[src/rtl/prbs_qrss_engine.sv]
module prbs_qrss_engine #(
  parameter int CNT_W     = 16,
  parameter int LOCK_RUN  = 32,
  parameter int LOSS_WIN  = 64,
  parameter int LOSS_ERRS = 8
) (
  input  logic             clk,
  input  logic             rst_n,
  input  logic             mode_t1,
  input  logic             gen_en,
  input  logic             chk_en,
  input  logic             tx_data_in,
  output logic             tx_data_out,
  input  logic             rx_data,
  input  logic [1:0]       err_src,
  input  logic             bpv_evt,
  input  logic             exz_evt,
  input  logic             latch_stb,
  output logic [CNT_W-1:0] err_hold,
  output logic             locked
);
  localparam int SR_W  = 20;
  localparam int RUN_W = $clog2(LOCK_RUN + 1);
  localparam int WIN_W = $clog2(LOSS_WIN);
  localparam int ERR_W = $clog2(LOSS_ERRS + 1);

  logic [SR_W-1:0]  gsr, csr;
  logic [RUN_W-1:0] run;
  logic [WIN_W-1:0] win;
  logic [ERR_W-1:0] werr;
  logic [CNT_W-1:0] cnt;

  wire g_raw   = mode_t1 ? (gsr[19] ^ gsr[16]) : (gsr[14] ^ gsr[13]);
  wire g_dead  = mode_t1 ? (gsr == '0) : (gsr[14:0] == '0);
  wire g_fb    = g_raw | g_dead;
  wire g_bit   = (mode_t1 && gsr[13:0] == '0) ? 1'b1 : g_fb;

  wire c_fb    = mode_t1 ? (csr[19] ^ csr[16]) : (csr[14] ^ csr[13]);
  wire c_force = mode_t1 && (csr[13:0] == '0);
  wire c_exp   = c_force | c_fb;
  wire c_in    = c_force ? c_fb : rx_data;
  wire c_err   = chk_en && (rx_data != c_exp);

  logic cnt_evt;
  always_comb begin
    case (err_src)
      2'd0:    cnt_evt = c_err & locked;
      2'd1:    cnt_evt = bpv_evt;
      2'd2:    cnt_evt = exz_evt;
      default: cnt_evt = 1'b0;
    endcase
  end

  always_ff @(posedge clk) begin
    if (!rst_n) begin
      gsr         <= '1;
      tx_data_out <= 1'b0;
    end else begin
      if (gen_en) gsr <= {gsr[SR_W-2:0], g_fb};
      tx_data_out <= gen_en ? g_bit : tx_data_in;
    end
  end

  always_ff @(posedge clk) begin
    if (!rst_n) begin
      csr    <= '1;
      run    <= '0;
      win    <= '0;
      werr   <= '0;
      locked <= 1'b0;
    end else if (!chk_en) begin
      run    <= '0;
      win    <= '0;
      werr   <= '0;
      locked <= 1'b0;
    end else begin
      csr <= {csr[SR_W-2:0], c_in};
      if (!locked) begin
        if (c_err) begin
          run <= '0;
        end else if (run == RUN_W'(LOCK_RUN - 1)) begin
          run    <= '0;
          locked <= 1'b1;
          win    <= '0;
          werr   <= '0;
        end else begin
          run <= run + 1'b1;
        end
      end else begin
        if (c_err && (werr == ERR_W'(LOSS_ERRS - 1))) begin
          locked <= 1'b0;
          run    <= '0;
          win    <= '0;
          werr   <= '0;
        end else if (win == WIN_W'(LOSS_WIN - 1)) begin
          win  <= '0;
          werr <= '0;
        end else begin
          win  <= win + 1'b1;
          werr <= werr + ERR_W'(c_err);
        end
      end
    end
  end

  always_ff @(posedge clk) begin
    if (!rst_n) begin
      cnt      <= '0;
      err_hold <= '0;
    end else if (latch_stb) begin
      err_hold <= cnt;
      cnt      <= CNT_W'(cnt_evt);
    end else if (cnt_evt && cnt != '1) begin
      cnt <= cnt + 1'b1;
    end
  end
endmodule


[config.mk]
export PLATFORM = sky130hd
export DESIGN_NAME = prbs_qrss_engine
export DESIGN_NICKNAME = d
export VERILOG_FILES = /design/src/rtl/prbs_qrss_engine.sv
export SDC_FILE = /design/constraint.sdc
export NUM_CORES = 1
export LEC_CHECK = 0
export BUFFER_PORTS_ARGS = -buffer_cell sky130_fd_sc_hd__buf_2
export CAP_MARGIN = 0
export CORE_UTILIZATION = 45
export DETAILED_ROUTE_END_ITERATION = 6
export PLACE_DENSITY = 0.72
export SLEW_MARGIN = 20
export SYNTH_ARGS = -nofsm -noshare
export SYNTH_HDL_FRONTEND = slang
export SYNTH_SLANG_ARGS = --single-unit
[constraint.sdc]
create_clock -name clk -period 4.6 [get_ports clk]
set_clock_uncertainty 0.15 [all_clocks]
set_input_delay 0.23 -clock clk [delete_from_list [all_inputs] [get_ports clk]]
set_output_delay 0.23 -clock clk [all_outputs]
set_load 0.02 [all_outputs]
# After elaboration in Yosys (flattened, before gate mapping)
# Index checks and enable logic that the tools add are counted.
[totals] reg_bits=90 in_bits=12 output_inout_bits=18 word_cells=73
[op_classes] n_addsub=4 n_eq_ne=9 muxes=27 bitwise_logic=8 reduce_logical=15
[op_table] op="two-way mux 6 bit" n=9
[op_table] op="logical NOT 14 bit" n=2
[op_table] op="logical NOT 20 bit" n=1
[op_table] op="two-way mux 4 bit" n=5
[op_table] op="adder 16 x 1 -> 16 bit (second input constant)" n=1
[op_table] op="!= test 16 bit (second input constant)" n=1
[op_table] op="logical NOT 15 bit" n=1
[op_table] op="adder 6 x 1 -> 6 bit (second input constant)" n=2
[op_table] op="two-way mux 1 bit" n=12
[op_table] op="== test 6 x 5 -> 1 bit (second input constant)" n=1
[op_table] op="== test 6 bit (second input constant)" n=1
[op_table] op="logical AND 1 bit" n=5
[op_table] op="adder 4 x 1 -> 4 bit" n=1
[op_table] op="== test 4 x 3 -> 1 bit (second input constant)" n=1
[op_table] op="AND reduction 2 bit" n=2
[op_table] op="nonzero test 2 bit" n=2
[op_table] op="XOR 1 bit" n=4
[op_table] op="one-hot mux 1 bit (3 select lines)" n=1
[op_table] op="== test 2 x 1 -> 1 bit (second input constant)" n=1
[op_table] op="== test 2 bit (second input constant)" n=1
[op_table] op="logical NOT 2 bit" n=1
[op_table] op="!= test 2 x 1 -> 1 bit (second input constant)" n=1
[op_table] op="!= test 2 bit (second input constant)" n=1
[op_table] op="bitwise OR 1 bit" n=2
[op_table] op="other kinds (4)" n=4

# Longest topological paths before layout
# Gate-level depths: netlist (run 1).
[logic_depth] depth_word=10 mapped_depth=9 depth_no_buf=9

# Worst setup path before layout (run 1)
# Ideal clock, no wire load.
[synth_timing] path_kind="register -> register" start="reg csr[0]" end="reg werr[2]" setup_time_ns=0.123 t_arrival_ns=1.856 required_time_ns=4.327 path_slack_ns=2.471 stages_incl_launch_ff=10 n_path_buf=0 synth_period_minus_slack_ns=2.129 cell_sequence="dfxtp_1 nor4_1 nand4_2 and3b_4 nor3_1 ha_1 ha_1 inv_1 a32oi_1 mux2i_1"
[synth_between] elab_chain_len=9 word_cells_on_any_way=12 classes_between="add/sub: 1; eq/ne: 2; mux: 3; bitwise: 1; reduce/logical: 5"
[synth_lines] item="from (decl)" line="27" rtl="logic [SR_W-1:0] gsr, csr;"
[synth_lines] item="from (signal assigned)" line="77" rtl="csr <= {csr[SR_W-2:0], c_in};"
[synth_lines] item="logical NOT 14 bit (*)" line="39" rtl="wire c_force = mode_t1 && (csr[13:0] == '0);"
[synth_lines] item="logical AND 1 bit (*)" line="39"
[synth_lines] item="bitwise OR 1 bit (*)" line="40" rtl="wire c_exp = c_force | c_fb;"
[synth_lines] item="!= test 1 bit (*)" line="42" rtl="wire c_err = chk_en && (rx_data != c_exp);"
[synth_lines] item="logical AND 1 bit (*)" line="42"
[synth_lines] item="adder 4 x 1 -> 4 bit" line="100" rtl="werr <= werr + ERR_W'(c_err);"
[synth_lines] item="two-way mux 4 bit" line="95" rtl="end else if (win == WIN_W'(LOSS_WIN - 1)) begin"
[synth_lines] item="two-way mux 4 bit" line="90" rtl="if (c_err && (werr == ERR_W'(LOSS_ERRS - 1))) begin"
[synth_lines] item="two-way mux 4 bit" line="78" rtl="if (!locked) begin"
[synth_lines] item="to (signal assigned)" line="100"
[synth_lines] item="to (decl)" line="30" rtl="logic [ERR_W-1:0] werr;"
# Mark *: on every way between the ends. The rest lies on a longest branch, timed or not.
# A chain may end at the register's enable or synchronous reset.

# Worst setup path in the final report (run 1)
# Ends and elaborated chain as after synthesis.

==> impl_metrics.ini, run 1 <==
[run_status]
status = completed

[synth]
yosys.area.top_type = dfxtp_1
synth_edf_count = 0
ys.warnings.count = 0
synthTopCellsByArea = dfxtp_1 (45%), mux2i_1 (15%), nand2_1 (5.5%)
syn_avg_cell_area_um2 = 9.463
async_flop_share = 0
syn_area_um2 = 4031
synth_top_area_frac = 0.4469
synth_seq_area_share = 0.4469
syn-num-nets = 443
synth_ff_type = dfxtp_1
synth.most_common_cell = dfxtp_1
syn_inst = 426
synth_commonest_cells = dfxtp_1 (90), mux2i_1 (59), nand2_1 (59)
ys_ff_latch = 90
synth_cell_types = 54

[clocking]
root_buffer = clkbuf_8
cts.clk_slew.worst_paths_ps = 80
clockBufferDepth = 2
cts_buffers = 9
ctsResizeCount = 0
tritoncts = done
cts_max_level = 3
worstSkewPairLatency_ps = 350
cts.sinks = 90

[worst_setup_path]
start_kind = flip-flop
endpoint_kind = flip-flop
startpoint = csr[0]$_SDFFE_PN1P_
worst_ep_required_time_ps = 4690
r2r-start = csr[0]$_SDFFE_PN1P_
cp_max_fo = 6
arrival_ps = 2480
crit_type = flip-flop to flip-flop

[global_route]
use_met2 = 0.2546
grt_util_met3 = 0.02962
gr-total-overflow = 0
met1_usage = 0.2040
grt_max_degree = 37
grt_pass1_vias = 2790
antenna_found_initial = 0
grt_pass1_wl_um = 12510
busiest_layer = met2
grt_use_total = 0.1603

[timing]
tightestPinTransition_ps = 822.7
slew_headroom = 0.4515
rsz0062_at_grt = no
finalMaxSlewViolations = 0
finalCritPeriodShare = 0.5181
fin_tns_setup_ps = 0
fmax_mhz = 419.6
finalHoldViolCount = 0
finalCriticalPeriod_ps = 2383
setup_viol = 0
holdWs_ps = 116.2
setup_ws_ps = 2217

[power_and_ir_drop]
irDropWorstVdd_uv = 112.7
power_density_nw_per_um2 = 322.9
p_leak_nw = 1.746

[worst_hold_path]
holdCritStartpoint = rx_data
hp-class = input port to flip-flop

[layout]
fin_nets = 461
drive_above_1_share = 0.1314
final_cells = 557
area_growth_pct = 10.15
fin_util = 0.5117
num_antenna_cells = 0

[place]
dpl_worst_slack_ps = 2208
dp_hpwl_um = 4869
placedCellCount = 540
gp_congestion = 0.8158
port_buffers = 29

[floorplan]
die-area_um2 = 9341
fp.dieH_um = 96.65
io_pins = 30
start_util = 0.4645
die_w_um = 96.65
rows = 34
core-area_um2 = 8678

[drt]
drtIter0Drc = 73
drt-vias-per-instance = 5.451
drc = 0
post_drt_wl_per_cell_um = 12.65
drt_first_pass_iters = 4
ant_nets = 0
wirelength_um = 7046
dr_total_vias = 3036

[job]
drv_cap = 0
## metal layers
metal,wire [um],share of wire
met1,3351,0.48
met4,179,0.025
met3,192,0.027
met5,0,0
met2,3323,0.47
## final cells by class
type	instances	area [um^2]
fill	818	4238
clock inverter	5	77.57
tap	108	135.1
multi-input combinational	305	2092
sequential	90	1802
clock buffer	11	141.4
timing repair buffer	32	170.2
inverter	6	22.52
## cell families (layout without fill, tap and decap cells)
logic type / after synthesis / after routing / share of synthesized area
buf+inv: 31 / 54 / 0.03414
compound gates: 65 / 65 / 0.1145
mux: 62 / 62 / 0.1549
fa+ha+maj: 5 / 5 / 0.01552
flops: 90 / 90 / 0.4469
simple gates: 169 / 169 / 0.2253
xor+xnor: 4 / 4 / 0.008692
## cell usage in the layout (no fill, tap or decap), types with 9 or more instances in the layout
master    instances
a21oi_1          14
buf_2            29
clkbuf_8         10
dfxtp_1          90
mux2i_1          59
nand2_1          59
nand3_1          17
nor2_1           14
nor2b_1          19
o21ai_0          10
o31ai_1           9
or4_1             9
## worst max-delay path, cell delays in order (launching register included)
cell and delay (ps):
dfxtp_1 320, nor4_1 320, nand4_2 240, and3b_4 280, nor3_1 240, ha_1 230, ha_1 180, inv_1 50
a32oi_1 170, mux2i_1 100
## flip-flops by register name (all words and copies together), names as in the netlist
name and flops:
csr 20, gsr 20, locked 1, tx_data_out 1, win 6, cnt 16
werr 4, err_hold 16, run 6
## final timing paths
check	to	slack, ps	cells after the start
setup / recovery	werr[2]$_SDFFE_PN0P_	2220	9
hold / removal	csr[0]$_SDFFE_PN1P_	120	4
setup reg to reg	werr[2]$_SDFFE_PN0P_	2220	9
hold reg to reg	csr[17]$_SDFFE_PN1P_	330	2
## stage by stage
step	instance area, um^2	power (mW)
after global routing	4441	1.487
after floorplan	4031	0.8583
final	4441	1.434
after global placement	4212	0.8699
after detailed placement	4212	0.8718
after CTS	4441	1.450
## where the power goes
part           switching [mW]  internal, mW  leakage [nW]
clock                   0.261         0.319         0.109
combinational          0.0399        0.0276         0.909
sequential            0.00339         0.783         0.728
## what timing repair did
action	4_1_cts	5_1_grt
endpoints found under the setup margin	0	0
hold buffers	1	0
endpoints found under the hold margin	1	0
buffers inserted	0	0
(Power assumes the default switching activity.)
==> inputs of run 2 (changes only) <==
==> constraint.sdc (replaced) <==
create_clock -name clk -period 2.3 [get_ports clk]
set_clock_uncertainty 0.15 [all_clocks]
set_input_delay 0.115 -clock clk [delete_from_list [all_inputs] [get_ports clk]]
set_output_delay 0.115 -clock clk [all_outputs]
set_load 0.02 [all_outputs]
==> run 2 against run 1 <==
  * Total power up 100%
  * Sequential power up 100%
  * Cell area up 4.5%
  * Cell count up 2.2%
  * Via count up 3.7%
  * Utilization up 2.3 points
==> impl_metrics.ini, run 2 (same netlist as run 1, synthesis figures left out) <==
[power_and_ir_drop]
clockPowerShare = 0.409
irDropWorstVdd_uv = 250.3
power_switching_mw = 0.6162
p_leak_nw = 1.846
internal-power_mw = 2.297
pwr-share-seq = 0.540
combPwrFrac = 0.051
fin_total_pwr_mw = 2.913
p_sw_frac = 0.2115
power_density_nw_per_um2 = 627.7

[clocking]
root_buffer = clkbuf_8
worstSkewPairLatency_ps = 360
tritoncts = done
cts.clk_slew.worst_paths_ps = 80
clockBufferDepth = 2
cts_max_level = 3
cts_buffers = 9
cts_setup_buffers = 0
cts.sinks = 90

[worst_setup_path]
start_kind = flip-flop
crit_chain = nor4_4, nand4_4, and3b_4, o31a_2, and2_4, mux2_2
worst_ep_required_time_ps = 2400
reg2reg_setup_slack_ps = 70
endpoint_kind = flip-flop
cp_max_fo = 11
crit_path_max_incr_delay_ps = 430
crit_type = flip-flop to flip-flop
cp_num_buf_inv = 0
crit_family = simple AND/OR/NAND/NOR gates
critical-path-slowest-cell = o31a_2
arrival_ps = 2330

[global_route]
grt_use_total = 0.1671
grt_max_degree = 32
met1_usage = 0.2045
grt_util_met3 = 0.03179
busiest_layer = met2
use_met2 = 0.2757
antenna_found_initial = 0
grt_pass1_vias = 2958
grt_pass1_wl_um = 12990
gr-total-overflow = 0

[place]
port_buffers = 29
dp_hpwl_um = 5034
gp_congestion = 0.8103

[timing]
tightestPinTransition_ps = 585.0
finalHoldViolCount = 0
setup_viol = 0
finalCritPeriodShare = 0.9694
slew_headroom = 0.6100
fmax_mhz = 448.5
rsz0062_at_grt = yes
finalMaxSlewViolations = 0
finalCriticalPeriod_ps = 2230

[floorplan]
core-area_um2 = 8678
die_w_um = 96.65
rows = 34
io_pins = 30
die-area_um2 = 9341
start_util = 0.4645
fp.dieH_um = 96.65

[drt]
drt-vias-per-instance = 5.531
drt_first_pass_iters = 4
post_drt_wl_per_cell_um = 13.21
drtIter0Drc = 61
dr_total_vias = 3147
ant_nets = 0
wirelength_um = 7518
drc = 0

[worst_hold_path]
hp-class = input port to flip-flop

[layout]
final_common_cell = dfxtp_1
fin_util = 0.5347
num_antenna_cells = 0
top_regs = csr: 20 flops, gsr: 20 flops
area_growth_pct = 15.11
final_cell_mix = dfxtp_1 (89), nand2_1 (59), mux2i_1 (58)
fillers = 802
fin_nets = 474
drive_above_1_share = 0.1670

[run_status]
status = completed

[job]
drv_cap = 0
[run 2: worst reg2reg max path, delay by kind of cell (launching register included)]
kind / cells / cell delay [ps]
DFF: 1 / 350
muxes: 1 / 250
AOI/OAI and AO/OA: 1 / 430
and+or+nand+nor: 4 / 950
[run 2: worst paths after layout]
check / from / cells after the start / end
setup / recovery: csr[0]$_SDFFE_PN1P_ / 6 / win[0]$_SDFFE_PN0P_
hold / removal: mode_t1 / 3 / gsr[0]$_SDFFE_PN1P_
setup reg to reg: csr[0]$_SDFFE_PN1P_ / 6 / win[0]$_SDFFE_PN0P_
hold reg to reg: csr[18]$_SDFFE_PN1P_ / 2 / csr[18]$_SDFFE_PN1P_
[run 2: routing by layer]
layer	share of wire	vias to the layer above	wire length [um]
met1	0.47	1479	3505
met3	0.031	16	231
li1	-	1597	-
met4	0.027	0	204
met5	0	-	0
met2	0.48	55	3576
[run 2: cell type report]
type | instances | area [um^2] | share of cell area
Clock buffer | 13 | 158.9 | 0.03424
Clock inverter | 2 | 60.06 | 0.01294
Inverter | 6 | 22.52 | 0.004853
Multi-Input combinational cell | 305 | 2161 | 0.4656
Sequential cell | 90 | 1803 | 0.3885
Tap cell | 108 | 135.1 | 0.02912
Timing Repair Buffer | 45 | 300.3 | 0.06471
[run 2: what timing repair did]
action	in CTS	in global routing
hold buffers	4	0
pin swaps	0	3
endpoints found under the hold margin	4	0
endpoints found under the setup margin	3	20
gates resized for setup	2	12
[run 2: power by group through the flow]
stage / clock (mW) / sequential (mW) / combinational [mW]
3_5_place_dp: 0 / 1.61 / 0.141
2_1_floorplan: 0 / 1.61 / 0.107
5_1_grt: 1.28 / 1.57 / 0.163
3_3_place_gp: 0 / 1.61 / 0.138
6_report: 1.19 / 1.57 / 0.149
4_1_cts: 1.22 / 1.57 / 0.147
[run 2: stage by stage]
stage / hold WS (ps) / instance area (um^2) / setup slack (ps) / setup TNS (ps) / cells
after floorplan: 131.2 / 4031 / 170.6 / 0 / 426
after detailed placement: 228.5 / 4312 / -57.00 / -73.88 / 550
final: 79.71 / 4641 / 70.27 / 0 / 569
after global placement: 220.9 / 4312 / 62.42 / 0 / 550
after CTS: 62.85 / 4582 / 9.682 / 0 / 569
after global routing: 131.9 / 4641 / -35.71 / -71.17 / 569
